--- src/rtl/eeprom_seq_pkg.sv ---
package eeprom_seq_pkg;

  typedef enum logic [1:0] {
    CMD_READ  = 2'b00,
    CMD_WRITE = 2'b01,
    CMD_CHIP  = 2'b10,
    CMD_RSVD  = 2'b11
  } cmd_e;

  typedef enum logic [2:0] {
    S_IDLE  = 3'd0,
    S_SETUP = 3'd1,
    S_PULSE = 3'd2,
    S_HOLD  = 3'd3,
    S_RLAG  = 3'd4,
    S_RACC  = 3'd5,
    S_DONE  = 3'd6
  } state_e;

endpackage

--- src/rtl/eeprom_seq_timer.sv ---
module eeprom_seq_timer #(
  parameter int TW = 4
) (
  input  logic          clk,
  input  logic          rst_n,
  input  logic          load,
  input  logic [TW-1:0] load_val,
  output logic          expired
);

  logic [TW-1:0] cnt_q, cnt_d;
  logic          cnt_en;

  always_comb begin
    cnt_en = load || (cnt_q != '0);
    if (load) cnt_d = load_val;
    else      cnt_d = cnt_q - TW'(1);
  end

  always_ff @(posedge clk or negedge rst_n) begin
    if (!rst_n)      cnt_q <= '0;
    else if (cnt_en) cnt_q <= cnt_d;
  end

  assign expired = (cnt_q == '0);

endmodule

--- src/rtl/eeprom_seq_capture.sv ---
module eeprom_seq_capture #(
  parameter int DW = 8
) (
  input  logic          clk,
  input  logic          rst_n,
  input  logic          capture_en,
  input  logic [DW-1:0] bus_in,
  input  logic [DW-1:0] expect_val,
  output logic [DW-1:0] rdata,
  output logic          mismatch
);

  logic [DW-1:0] rdata_d;
  logic          mism_d;

  always_comb begin
    rdata_d = bus_in;
    mism_d  = (bus_in != expect_val);
  end

  always_ff @(posedge clk or negedge rst_n) begin
    if (!rst_n) begin
      rdata    <= '0;
      mismatch <= 1'b0;
    end else if (capture_en) begin
      rdata    <= rdata_d;
      mismatch <= mism_d;
    end
  end

endmodule

--- src/rtl/eeprom_seq.sv ---
module eeprom_seq
  import eeprom_seq_pkg::*;
#(
  parameter int AW            = 11,
  parameter int DW            = 8,
  parameter int SETUP_CYC     = 2,
  parameter int HOLD_CYC      = 2,
  parameter int PULSE_CYC     = 8,
  parameter int PULSE_MAX_CYC = 6,
  parameter int OE_LAG_CYC    = 1,
  parameter int ACC_CYC       = 2
) (
  input  logic          clk,
  input  logic          rst_n,
  input  logic          start,
  input  logic [1:0]    cmd,
  input  logic [AW-1:0] addr,
  input  logic [DW-1:0] wdata,
  input  logic          verify_en,
  input  logic          supply_ok,
  output logic          busy,
  output logic          done,
  output logic          error,
  output logic          verify_fail,
  output logic [DW-1:0] rdata,
  output logic          mem_ce_n,
  output logic          mem_oe_n,
  output logic          mem_vpp_en,
  output logic          mem_chip_erase,
  output logic [AW-1:0] mem_addr,
  output logic [DW-1:0] mem_dq_out,
  output logic          mem_dq_oe,
  input  logic [DW-1:0] mem_dq_in
);

  localparam int PW_CYC = (PULSE_CYC < PULSE_MAX_CYC) ? PULSE_CYC : PULSE_MAX_CYC;
  localparam int D_A    = (SETUP_CYC > HOLD_CYC) ? SETUP_CYC : HOLD_CYC;
  localparam int D_B    = (OE_LAG_CYC > ACC_CYC) ? OE_LAG_CYC : ACC_CYC;
  localparam int D_C    = (D_A > D_B) ? D_A : D_B;
  localparam int D_MAX  = (D_C > PW_CYC) ? D_C : PW_CYC;
  localparam int TW     = $clog2(D_MAX + 1);

  localparam logic [TW-1:0] L_SETUP = TW'(SETUP_CYC - 1);
  localparam logic [TW-1:0] L_PULSE = TW'(PW_CYC - 1);
  localparam logic [TW-1:0] L_HOLD  = TW'(HOLD_CYC - 1);
  localparam logic [TW-1:0] L_LAG   = TW'(OE_LAG_CYC - 1);
  localparam logic [TW-1:0] L_ACC   = TW'(ACC_CYC - 1);

  state_e        st_q, st_d;
  cmd_e          op_q, op_d;
  logic [AW-1:0] addr_q, addr_d;
  logic [DW-1:0] wd_q, wd_d;
  logic          ven_q, ven_d;
  logic          pass_q, pass_d;   // 0 erase pass, 1 program pass
  logic          vfy_q, vfy_d;     // current read is a write read-back
  logic          err_q, err_d;
  logic          t_load, t_exp, cap_en;
  logic [TW-1:0] t_val;
  logic          mism;
  logic          accept;
  logic          hv_phase;

  eeprom_seq_timer #(.TW(TW)) u_timer (
    .clk      (clk),
    .rst_n    (rst_n),
    .load     (t_load),
    .load_val (t_val),
    .expired  (t_exp)
  );

  eeprom_seq_capture #(.DW(DW)) u_capture (
    .clk        (clk),
    .rst_n      (rst_n),
    .capture_en (cap_en),
    .bus_in     (mem_dq_in),
    .expect_val (wd_q),
    .rdata      (rdata),
    .mismatch   (mism)
  );

  assign accept = (st_q == S_IDLE) && start;

  // next-state process
  always_comb begin
    st_d   = st_q;
    op_d   = op_q;
    addr_d = addr_q;
    wd_d   = wd_q;
    ven_d  = ven_q;
    pass_d = pass_q;
    vfy_d  = vfy_q;
    err_d  = err_q;
    t_load = 1'b0;
    t_val  = '0;
    cap_en = 1'b0;
    unique case (st_q)
      S_IDLE: begin
        if (accept) begin
          op_d   = cmd_e'(cmd);
          addr_d = addr;
          wd_d   = wdata;
          ven_d  = verify_en;
          pass_d = 1'b0;
          vfy_d  = 1'b0;
          err_d  = 1'b0;
          if (cmd_e'(cmd) == CMD_WRITE || cmd_e'(cmd) == CMD_CHIP) begin
            if (!supply_ok) begin
              err_d = 1'b1;
              st_d  = S_DONE;
            end else begin
              st_d   = S_SETUP;
              t_load = 1'b1;
              t_val  = L_SETUP;
            end
          end else begin
            st_d   = S_RLAG;
            t_load = 1'b1;
            t_val  = L_LAG;
          end
        end
      end
      S_SETUP: begin
        if (t_exp) begin
          st_d   = S_PULSE;
          t_load = 1'b1;
          t_val  = L_PULSE;
        end
      end
      S_PULSE: begin
        if (!supply_ok) err_d = 1'b1;
        if (t_exp) begin
          st_d   = S_HOLD;
          t_load = 1'b1;
          t_val  = L_HOLD;
        end
      end
      S_HOLD: begin
        if (t_exp) begin
          if (op_q == CMD_WRITE && !pass_q) begin
            pass_d = 1'b1;
            st_d   = S_SETUP;
            t_load = 1'b1;
            t_val  = L_SETUP;
          end else if (op_q == CMD_WRITE && ven_q) begin
            vfy_d  = 1'b1;
            st_d   = S_RLAG;
            t_load = 1'b1;
            t_val  = L_LAG;
          end else begin
            st_d = S_DONE;
          end
        end
      end
      S_RLAG: begin
        if (t_exp) begin
          st_d   = S_RACC;
          t_load = 1'b1;
          t_val  = L_ACC;
        end
      end
      S_RACC: begin
        if (t_exp) begin
          cap_en = 1'b1;
          st_d   = S_DONE;
        end
      end
      S_DONE:  st_d = S_IDLE;
      default: st_d = S_IDLE;
    endcase
  end

  // register process
  always_ff @(posedge clk or negedge rst_n) begin
    if (!rst_n) begin
      st_q   <= S_IDLE;
      pass_q <= 1'b0;
      vfy_q  <= 1'b0;
      err_q  <= 1'b0;
    end else begin
      st_q   <= st_d;
      pass_q <= pass_d;
      vfy_q  <= vfy_d;
      err_q  <= err_d;
    end
  end

  always_ff @(posedge clk or negedge rst_n) begin
    if (!rst_n) begin
      op_q   <= CMD_READ;
      addr_q <= '0;
      wd_q   <= '0;
      ven_q  <= 1'b0;
    end else if (accept) begin
      op_q   <= op_d;
      addr_q <= addr_d;
      wd_q   <= wd_d;
      ven_q  <= ven_d;
    end
  end

  // output decode
  assign hv_phase       = (st_q == S_SETUP) || (st_q == S_PULSE) || (st_q == S_HOLD);
  assign busy           = (st_q != S_IDLE);
  assign done           = (st_q == S_DONE);
  assign error          = done && err_q;
  assign verify_fail    = done && vfy_q && mism;
  assign mem_ce_n       = !(hv_phase || (st_q == S_RLAG) || (st_q == S_RACC));
  assign mem_oe_n       = (st_q != S_RACC);
  assign mem_vpp_en     = (st_q == S_PULSE) && supply_ok;
  assign mem_dq_oe      = hv_phase;
  assign mem_chip_erase = hv_phase && (op_q == CMD_CHIP);
  assign mem_addr       = addr_q;
  assign mem_dq_out     = (op_q == CMD_CHIP || !pass_q) ? {DW{1'b1}} : wd_q;

endmodule

--- config.mk ---
export PLATFORM = sky130hd
export DESIGN_NAME = eeprom_seq
export DESIGN_NICKNAME = d
export VERILOG_FILES = /design/src/rtl/eeprom_seq_pkg.sv /design/src/rtl/eeprom_seq_timer.sv /design/src/rtl/eeprom_seq_capture.sv /design/src/rtl/eeprom_seq.sv
export SDC_FILE = /design/constraint.sdc
export NUM_CORES = 1
export LEC_CHECK = 0
export ABC_AREA = 1
export BUFFER_PORTS_ARGS = -buffer_cell sky130_fd_sc_hd__clkbuf_2
export CAP_MARGIN = 20
export CORE_UTILIZATION = 40
export DETAILED_ROUTE_END_ITERATION = 16
export PLACE_DENSITY = 0.66
export SKIP_CTS_REPAIR_TIMING = 1
export SYNTH_ARGS = -nofsm -noshare
export SYNTH_HDL_FRONTEND = slang
export SYNTH_SLANG_ARGS = --single-unit
export TNS_END_PERCENT = 100
--- constraint.sdc ---
create_clock -name clk -period 3.6 [get_ports clk]
set_clock_uncertainty 0.05 [all_clocks]
set_input_delay 0.72 -clock clk [delete_from_list [all_inputs] [get_ports clk]]
set_output_delay 0.72 -clock clk [all_outputs]
set_load 0.01 [all_outputs]
==> results.py, run 1 <==
metrics = {
    "sta": {
        "maxSlewViolCount": 0,
        "rsz0062_at_grt": "false",
        "worst_pin_slew_ns": 0.617,
        "max_freq_mhz": 439,
        "period_share_pct": 63.3,
        "relSlewSlack_pct": 58.9,
        "setup_violations": 0,
        "fin_crit_ns": 2.28,
        "hold_viol": 0,
        "tns_ns": 0,
    },
    "synthesis": {
        "yosysWarnings": 0,
        "yosysTopAreaCell": "dfrtp_1",
        "ys_seq_elements": 40,
        "synth_common_cells": "nand2_1 (103), dfrtp_1 (40), inv_1 (25)",
        "synth_top_area_share_pct": 48.8,
        "synth.area.top_cells": "dfrtp_1 (49%), nand2_1 (19%), inv_1 (4.6%)",
        "yosysUniqueCellTypes": 28,
        "ys_seq_area_share_pct": 48.8,
        "synth_edf_count": 0,
        "synthesis.nets": 299,
        "synthArstFlopShare_pct": 100,
        "syn_inst": 263,
        "ys.flop_type": "dfrtp_1",
        "synth.cell_area_sq_um": 2050,
        "yosysMostFrequentCell": "nand2_1",
        "syn_avg_cell_area_sq_um": 7.80,
    },
    "drt": {
        "vias_per_cell": 4.45,
        "vias": 1799,
        "drtIter0Drc": 89,
        "drc": 0,
        "post_drt_wl_per_cell_microns": 11.2,
        "firstDrtPassIters": 4,
        "antenna_left": 0,
        "wirelength_microns": 4540,
    },
    "run": {
        "cap_violations": 0,
    },
    "clock_tree": {
        "insertion_delay_ns": 0.29,
        "cts_inserted_buffers": 5,
        "ctsHtreeMaxLevel": 2,
        "path_clk_slew_ns": 0.08,
        "cts_sinks": 40,
        "cts_tree": "built",
        "cts-root-buf": "clkbuf_8",
        "clockBufferDepth": 2,
    },
    "pwr": {
        "combPwrFrac_pct": 48.3,
        "seqPwrFrac_pct": 37.7,
        "p_sw_mw": 0.970,
        "pwr-share-clk_pct": 14.0,
        "peakVddDrop_v": 0.000411,
        "powerDensity_nw_per_um2": 854,
        "switching_share_pct": 44.1,
        "power_leakage_nw": 1.40,
        "internal-power_mw": 1.23,
    },
    "finish": {
        "syn2layout_area_growth_pct": 25.5,
        "drive_gt1_share_pct": 29.1,
        "regArea_sq_um": 1000,
        "fin_cells": 404,
        "diodes": 0,
        "fillers": 505,
        "multi_input_area_sq_um": 907,
        "nets": 372,
    },
    "setup_path": {
        "crit_type": "flip-flop to primary output",
        "worstPathRequired_ns": 2.83,
        "end_kind": "primary output",
        "cp-start-kind": "flip-flop",
        "cp_max_fo": 8,
        "crit_arrival_ns": 1.51,
    },
    "floorplan": {
        "io_pins": 70,
        "core_region_area_sq_um": 4820,
        "die_h_microns": 73.6,
        "dieArea_sq_um": 5420,
        "start_util_pct": 42.6,
        "rows": 25,
        "die_w_microns": 73.6,
    },
    "global_route": {
        "grt_first_pass_wirelength_microns": 7470,
        "grt_pass1_vias": 1650,
        "track_usage_pct": 18.3,
        "grt_max_degree": 41,
        "antenna_found_initial": 0,
        "grt-ovfl-total": 0,
    },
    "place": {
        "place_inst": 395,
        "place.gp.congestion": 0.795,
        "io_buffers": 69,
        "dp_hpwl_microns": 3530,
    },
    "worst_hold_path": {
        "min_path_type": "primary input to asynchronous set/reset pin",
    },
    "run_status": {
        "outcome": "finished clean",
    },
}
==> power groups by stage <==
stage               sequential, mW  clock, mW  combinational, mW
CTS                          0.828      0.316               1.07
global route                 0.854      0.337               1.22
global placement             0.829          0               1.05
floorplan                    0.851          0              0.704
detailed placement           0.833          0               1.07
finish                       0.829      0.308               1.06
==> kinds of logic after synthesis <==
logic type	synth area share, %
AOI/OAI and AO/OA	6.96
xor gates and xnor gates	4.27
adders and majority gates	1.22
buffers and inverters	6.96
DFF	48.8
and+or+nand+nor	31.8
==> metal layers <==
metal | vias up | GRT usage [%] | share of wire (%)
met2 | 53 | 27.8 | 46
met3 | 2 | 6.45 | 6.9
met1 | 785 | 24.2 | 47
met4 | 0 | 5.98 | 0.64
li1 | 959 | - | -
met5 | - | 0 | 0
==> cell type report <==
cell class	instances	share of cell area, %
clock buffer	7	3.35
timing repair buffer	70	14.2
multi-input combinational	187	35.2
inverter	32	4.76
clock inverter	1	0.292
tap	67	3.26
sequential	40	38.9
==> stage by stage <==
stage / area (sq um) / setup slack, ns / hold slack [ns] / total power, mW / util [%]
2_1_floorplan: 2050 / 1.80 / 0.374 / 1.55 / -
3_3_place_gp: 2460 / 1.62 / 0.403 / 1.88 / 51.1
3_5_place_dp: 2460 / 1.60 / 0.408 / 1.91 / 51.1
4_1_cts: 2550 / 1.28 / 0.427 / 2.22 / 53.0
5_1_grt: 2570 / 1.15 / 0.299 / 2.41 / 53.4
6_report: 2570 / 1.32 / 0.290 / 2.20 / 53.4
==> worst paths after layout <==
check | start | to | slack, ns | cells past startpoint
max in group asynchronous | rst_n | u_capture.rdata[4] | 2.74 | 2
worst max-delay path | op_q[0] | mem_dq_out[5] | 1.32 | 4
min in group clk | u_capture.rdata[6] | u_capture.rdata[6] | 0.42 | 2
worst min-delay path | rst_n | u_timer.cnt_q[1] | 0.29 | 1
worst max register to register | u_timer.cnt_q[0] | u_capture.mismatch | 1.70 | 9
worst min register to register | u_capture.rdata[6] | u_capture.rdata[6] | 0.42 | 2
==> registers in the layout, summed over array words and instances, names as in the netlist <==
name	cells
err_q	1
mem_addr	11
op_q	2
pass_q	1
st_q	3
u_capture.mismatch	1
u_capture.rdata	8
u_timer.cnt_q	3
ven_q	1
vfy_q	1
wd_q	8
==> layout by cell type (no fill, tap or decap), types with 2 or more instances in the layout <==
cell and instances:
clkbuf_2 69, xor2_1 6, a21oi_1 4, nor2_4 3, nor2_1 17, nand4_1 3
inv_1 25, nand2_2 4, clkbuf_8 6, nand3_1 8, nor2_2 3, xnor2_1 4
dfrtp_1 40, o21ai_1 3, ha_1 2, nand2_1 103, inv_2 6, o21ai_0 17
==> worst max-delay path: stages, from the launching register on <==
cell      delay (ns)
dfrtp_1         0.39
inv_1           0.07
a21oi_1         0.49
nand2_1         0.12
clkbuf_2        0.16
Power figures use the tool's default switching activity.
==> run 2, diff against run 1 <==
ABC_AREA = 0   (was 1)
clock period = 2.1 ns   (was 3.6 ns; I/O delays follow)
==> results.py, run 2 <==
metrics = {
    "synthesis": {
        "ys_seq_elements": 40,
        "synth_common_cells": "dfrtp_1 (40), mux2_2 (29), xor2_1 (10)",
        "yosysWarnings": 0,
        "synth_edf_count": 0,
        "synth_top_area_share_pct": 50.4,
        "syn_inst": 175,
        "yosysTopAreaCell": "dfrtp_1",
        "syn_avg_cell_area_sq_um": 11.3,
        "synthesis.nets": 211,
        "synth.area.top_cells": "dfrtp_1 (50%), mux2_2 (16%), xor2_1 (4.4%)",
        "yosysMostFrequentCell": "dfrtp_1",
        "ys.flop_type": "dfrtp_1",
        "ys_seq_area_share_pct": 50.4,
        "synth.cell_area_sq_um": 1990,
        "synthArstFlopShare_pct": 100,
        "yosysUniqueCellTypes": 38,
    },
    "finish": {
        "fillers": 449,
        "layout_common_cells": "clkbuf_2 (69), dfrtp_1 (40), mux2_2 (29)",
        "nets": 283,
        "syn2layout_area_growth_pct": 25.3,
        "drive_gt1_share_pct": 48.0,
        "diodes": 0,
        "layout_commonest_cell": "clkbuf_2",
        "largest_register_ffs": 11,
    },
    "setup_path": {
        "crit_type": "flip-flop to primary output",
        "cp-start-kind": "flip-flop",
        "crit_arrival_ns": 1.50,
        "r2r_cells": 4,
        "end_kind": "primary output",
        "worstPathRequired_ns": 1.63,
        "cp_max_fo": 11,
    },
    "clock_tree": {
        "ctsHtreeMaxLevel": 2,
        "clockBufferDepth": 2,
        "insertion_delay_ns": 0.28,
        "cts_sinks": 40,
        "path_clk_slew_ns": 0.08,
        "cts_inserted_buffers": 5,
        "cts_tree": "built",
        "cts-root-buf": "clkbuf_8",
    },
    "place": {
        "io_buffers": 69,
        "place.gp.congestion": 0.858,
        "dp_hpwl_microns": 2980,
        "pre_cts_slack_ns": 0.182,
    },
    "global_route": {
        "gr-max-usage-layer": "met2",
        "met2_usage_pct": 24.8,
        "antenna_found_initial": 0,
        "grt_first_pass_wirelength_microns": 6620,
        "grt_max_degree": 41,
        "grtUsageMet1_pct": 23.0,
        "grt-ovfl-total": 0,
        "grt_pass1_vias": 1464,
        "track_usage_pct": 16.3,
        "global_route.usage.met3_pct": 3.06,
    },
    "sta": {
        "period_share_pct": 93.7,
        "rsz0062_at_grt": "false",
        "relSlewSlack_pct": 66.9,
        "hold_slack_ns": 0.128,
        "maxSlewViolCount": 0,
        "fin_crit_ns": 1.97,
        "worst_pin_slew_ns": 0.496,
        "tns_ns": 0,
        "hold_viol": 0,
        "worst_slack_ns": 0.133,
        "max_freq_mhz": 508,
        "setup_violations": 0,
    },
    "drt": {
        "drc": 0,
        "antenna_left": 0,
        "vias_per_cell": 4.90,
        "firstDrtPassIters": 4,
        "post_drt_wl_per_cell_microns": 12.7,
        "wirelength_microns": 3990,
        "vias": 1544,
        "drtIter0Drc": 110,
    },
    "worst_hold_path": {
        "min_path_type": "primary input to asynchronous set/reset pin",
    },
    "floorplan": {
        "die_h_microns": 72.5,
        "start_util_pct": 41.8,
        "rows": 25,
        "core_region_area_sq_um": 4750,
        "io_pins": 70,
        "die_w_microns": 72.5,
        "dieArea_sq_um": 5250,
    },
    "run_status": {
        "outcome": "finished clean",
    },
    "pwr": {
        "power_leakage_nw": 1.19,
        "peakVddDrop_v": 0.000721,
        "powerDensity_nw_per_um2": 1420,
    },
    "run": {
        "cap_violations": 0,
    },
}
[run 2: stage by stage]
step                      cells  total power, mW  area [sq um]  utilization [%]
after global routing        315             3.81          2490             52.3
after global placement      307             3.04          2400             50.5
after floorplan             175             2.54          1990                -
after detailed placement    307             3.06          2400             50.5
final                       315             3.53          2490             52.3
after CTS                   315             3.57          2490             52.3
[run 2: logic make-up (layout without fill, tap and decap cells)]
kind of cell | after synthesis | count (layout) | share of synthesized area (%)
buffers and inverters | 15 | 88 | 3.65
AOI/OAI and AO/OA | 24 | 24 | 8.19
muxes | 31 | 31 | 17.5
DFF | 40 | 40 | 50.4
and+or+nand+nor | 52 | 52 | 14.2
xor gates and xnor gates | 11 | 11 | 4.85
adders and majority gates | 2 | 2 | 1.26
[run 2: cell type report]
cell class / instances / area, sq um / share of cell area [%]
well taps: 67 / 83.8 / 3.37
clock buffers: 7 / 76.3 / 3.07
flip-flops and latches: 40 / 1000 / 40.2
inverters: 6 / 22.5 / 0.905
repair buffers: 74 / 383 / 15.4
multi-input cells: 120 / 912 / 36.7
clock inverters: 1 / 8.76 / 0.352
[run 2: critical path, cell delays in order, from the launching register on]
cell	delay (ns)
dfrtp_1	0.52
inv_1	0.17
and3_1	0.22
and3_1	0.18
clkbuf_2	0.12
[run 2: path summary, 6_finish.rpt]
| check | end | start | slack, ns |
|---|---|---|---|
| max | verify_fail | st_q[0] | 0.13 |
| min | u_capture.rdata[5] | rst_n | 0.13 |
| max reg2reg | mem_addr[6] | st_q[0] | 0.25 |
| min reg2reg | err_q | err_q | 0.44 |
| max in group asynchronous | st_q[1] | rst_n | 1.52 |
| min in group clk | ven_q | verify_en | 0.30 |
[run 2: per-layer routing]
layer  part of all wire (%)  up-vias
met2                     48       39
li1                       -      760
met1                     48      741
met3                    3.4        4
met5                      0        -
met4                    1.1        0
[run 2: power by group]
part           internal [mW]  switching [mW]  leakage [nW]  total, mW
clock network          0.237           0.256        0.0424      0.493
registers               1.14           0.248         0.481       1.39
logic                  0.826           0.820         0.669       1.65
total                   2.20            1.32          1.19       3.53
==> run 3, diff against run 2 <==
BUFFER_PORTS_ARGS = unset   (was -buffer_cell sky130_fd_sc_hd__clkbuf_2)
DONT_BUFFER_PORTS = 1   (was unset)
PLACE_DENSITY = unset   (was 0.66)
==> results.py, run 3 (synthesized netlist as in run 2, its figures left out) <==
metrics = {
    "place": {
        "place.gp.congestion": 0.879,
        "io_buffers": 0,
        "place_inst": 238,
        "dp_hpwl_microns": 3020,
    },
    "drt": {
        "vias_per_cell": 5.42,
        "drtIter0Drc": 76,
        "vias": 1343,
        "drc": 0,
        "post_drt_wl_per_cell_microns": 16.6,
        "antenna_left": 0,
        "wirelength_microns": 4130,
        "firstDrtPassIters": 4,
    },
    "sta": {
        "relSlewSlack_pct": 66.0,
        "maxSlewViolCount": 0,
        "period_share_pct": 94.2,
        "max_freq_mhz": 505,
        "worst_pin_slew_ns": 0.505,
        "setup_violations": 0,
        "rsz0062_at_grt": "false",
        "tns_ns": 0,
        "hold_viol": 0,
        "fin_crit_ns": 1.98,
    },
    "global_route": {
        "grt_pass1_vias": 1396,
        "antenna_found_initial": 0,
        "grt_max_degree": 41,
        "track_usage_pct": 17.1,
        "grt_first_pass_wirelength_microns": 6710,
        "grt-ovfl-total": 0,
    },
    "finish": {
        "drive_gt1_share_pct": 29.8,
        "fin_cells": 248,
        "diodes": 0,
        "layout_common_cells": "dfrtp_1 (40), mux2_2 (29), xor2_1 (10)",
        "regArea_sq_um": 1000,
        "syn2layout_area_growth_pct": 12.0,
        "largest_register_ffs": 11,
        "multi_input_area_sq_um": 915,
        "nets": 216,
        "fillers": 451,
        "layout_commonest_cell": "dfrtp_1",
    },
    "run": {
        "cap_violations": 0,
    },
    "clock_tree": {
        "ctsHtreeMaxLevel": 2,
        "cts_sinks": 40,
        "cts-root-buf": "clkbuf_8",
        "insertion_delay_ns": 0.28,
        "clockBufferDepth": 2,
        "cts_inserted_buffers": 5,
        "path_clk_slew_ns": 0.08,
        "cts_tree": "built",
    },
    "setup_path": {
        "r2r_cells": 4,
        "worstPathRequired_ns": 1.63,
        "end_kind": "primary output",
        "cp-start-kind": "flip-flop",
        "cp_max_fo": 11,
        "crit_type": "flip-flop to primary output",
        "crit_arrival_ns": 1.51,
    },
    "floorplan": {
        "die_h_microns": 72.5,
        "core_region_area_sq_um": 4750,
        "rows": 25,
        "io_pins": 70,
        "dieArea_sq_um": 5250,
        "start_util_pct": 41.8,
        "die_w_microns": 72.5,
    },
    "pwr": {
        "power_leakage_nw": 0.945,
        "peakVddDrop_v": 0.000682,
        "powerDensity_nw_per_um2": 1570,
    },
    "worst_hold_path": {
        "min_path_type": "primary input to flip-flop",
        "hold_depth": 1,
    },
    "run_status": {
        "outcome": "finished clean",
    },
}
[run 3: cell count changes in the layout (fill, tap and decap cells not counted), sizes merged]
cell | previous run | this run
buf | 5 | 6
bufinv | 0 | 1
clkbuf | 76 | 7
clkinv | 1 | 0
dlygate4sd3 | 0 | 1
[run 3: where the power goes]
part | switching (mW) | internal (mW) | total [mW]
registers | 0.373 | 1.14 | 1.52
logic | 0.667 | 0.644 | 1.31
clock network | 0.256 | 0.419 | 0.675
total | 1.30 | 2.21 | 3.50
[run 3: final cells by class]
class	count	area share [%]
timing repair buffer	7	3.38
tap	67	3.77
inverter	6	1.01
multi-input combinational	120	41.1
clock inverter	1	1.35
sequential	40	45.0
clock buffer	7	4.33
[run 3: worst paths after layout]
kind,startpoint,to,slack [ns]
worst max-delay path,st_q[0],verify_fail,0.12
worst min-delay path,supply_ok,err_q,0.19
worst max register to register,st_q[0],mem_addr[3],0.26
worst min register to register,err_q,err_q,0.47
max in group asynchronous,rst_n,u_capture.mismatch,1.23
min in group asynchronous,rst_n,mem_addr[4],0.57
[run 3: worst max-delay path, stage by stage, from the launching register on]
cell and delay, ns:
dfrtp_1 0.50, inv_1 0.20, and3_1 0.27, and3_1 0.25
[run 3: stage by stage]
stage	hold WS (ns)	setup slack, ns	total power, mW	area (sq um)	utilization [%]
after global routing	0.177	0.0394	3.75	2220	46.8
after global placement	0.0757	0.298	2.75	2060	43.3
after detailed placement	0.0758	0.251	2.82	2060	43.3
final	0.185	0.122	3.50	2220	46.8
after CTS	-0.243	0.0511	3.52	2180	45.9
after floorplan	0.0744	0.334	2.54	1990	-
[run 3: per-layer routing]
layer / up-vias / track usage (%) / wire length (microns)
li1: 621 / - / -
met4: 0 / 5.01 / 31
met2: 56 / 26.9 / 2010
met5: - / 0 / 0
met1: 662 / 21.9 / 1780
met3: 4 / 6.39 / 300
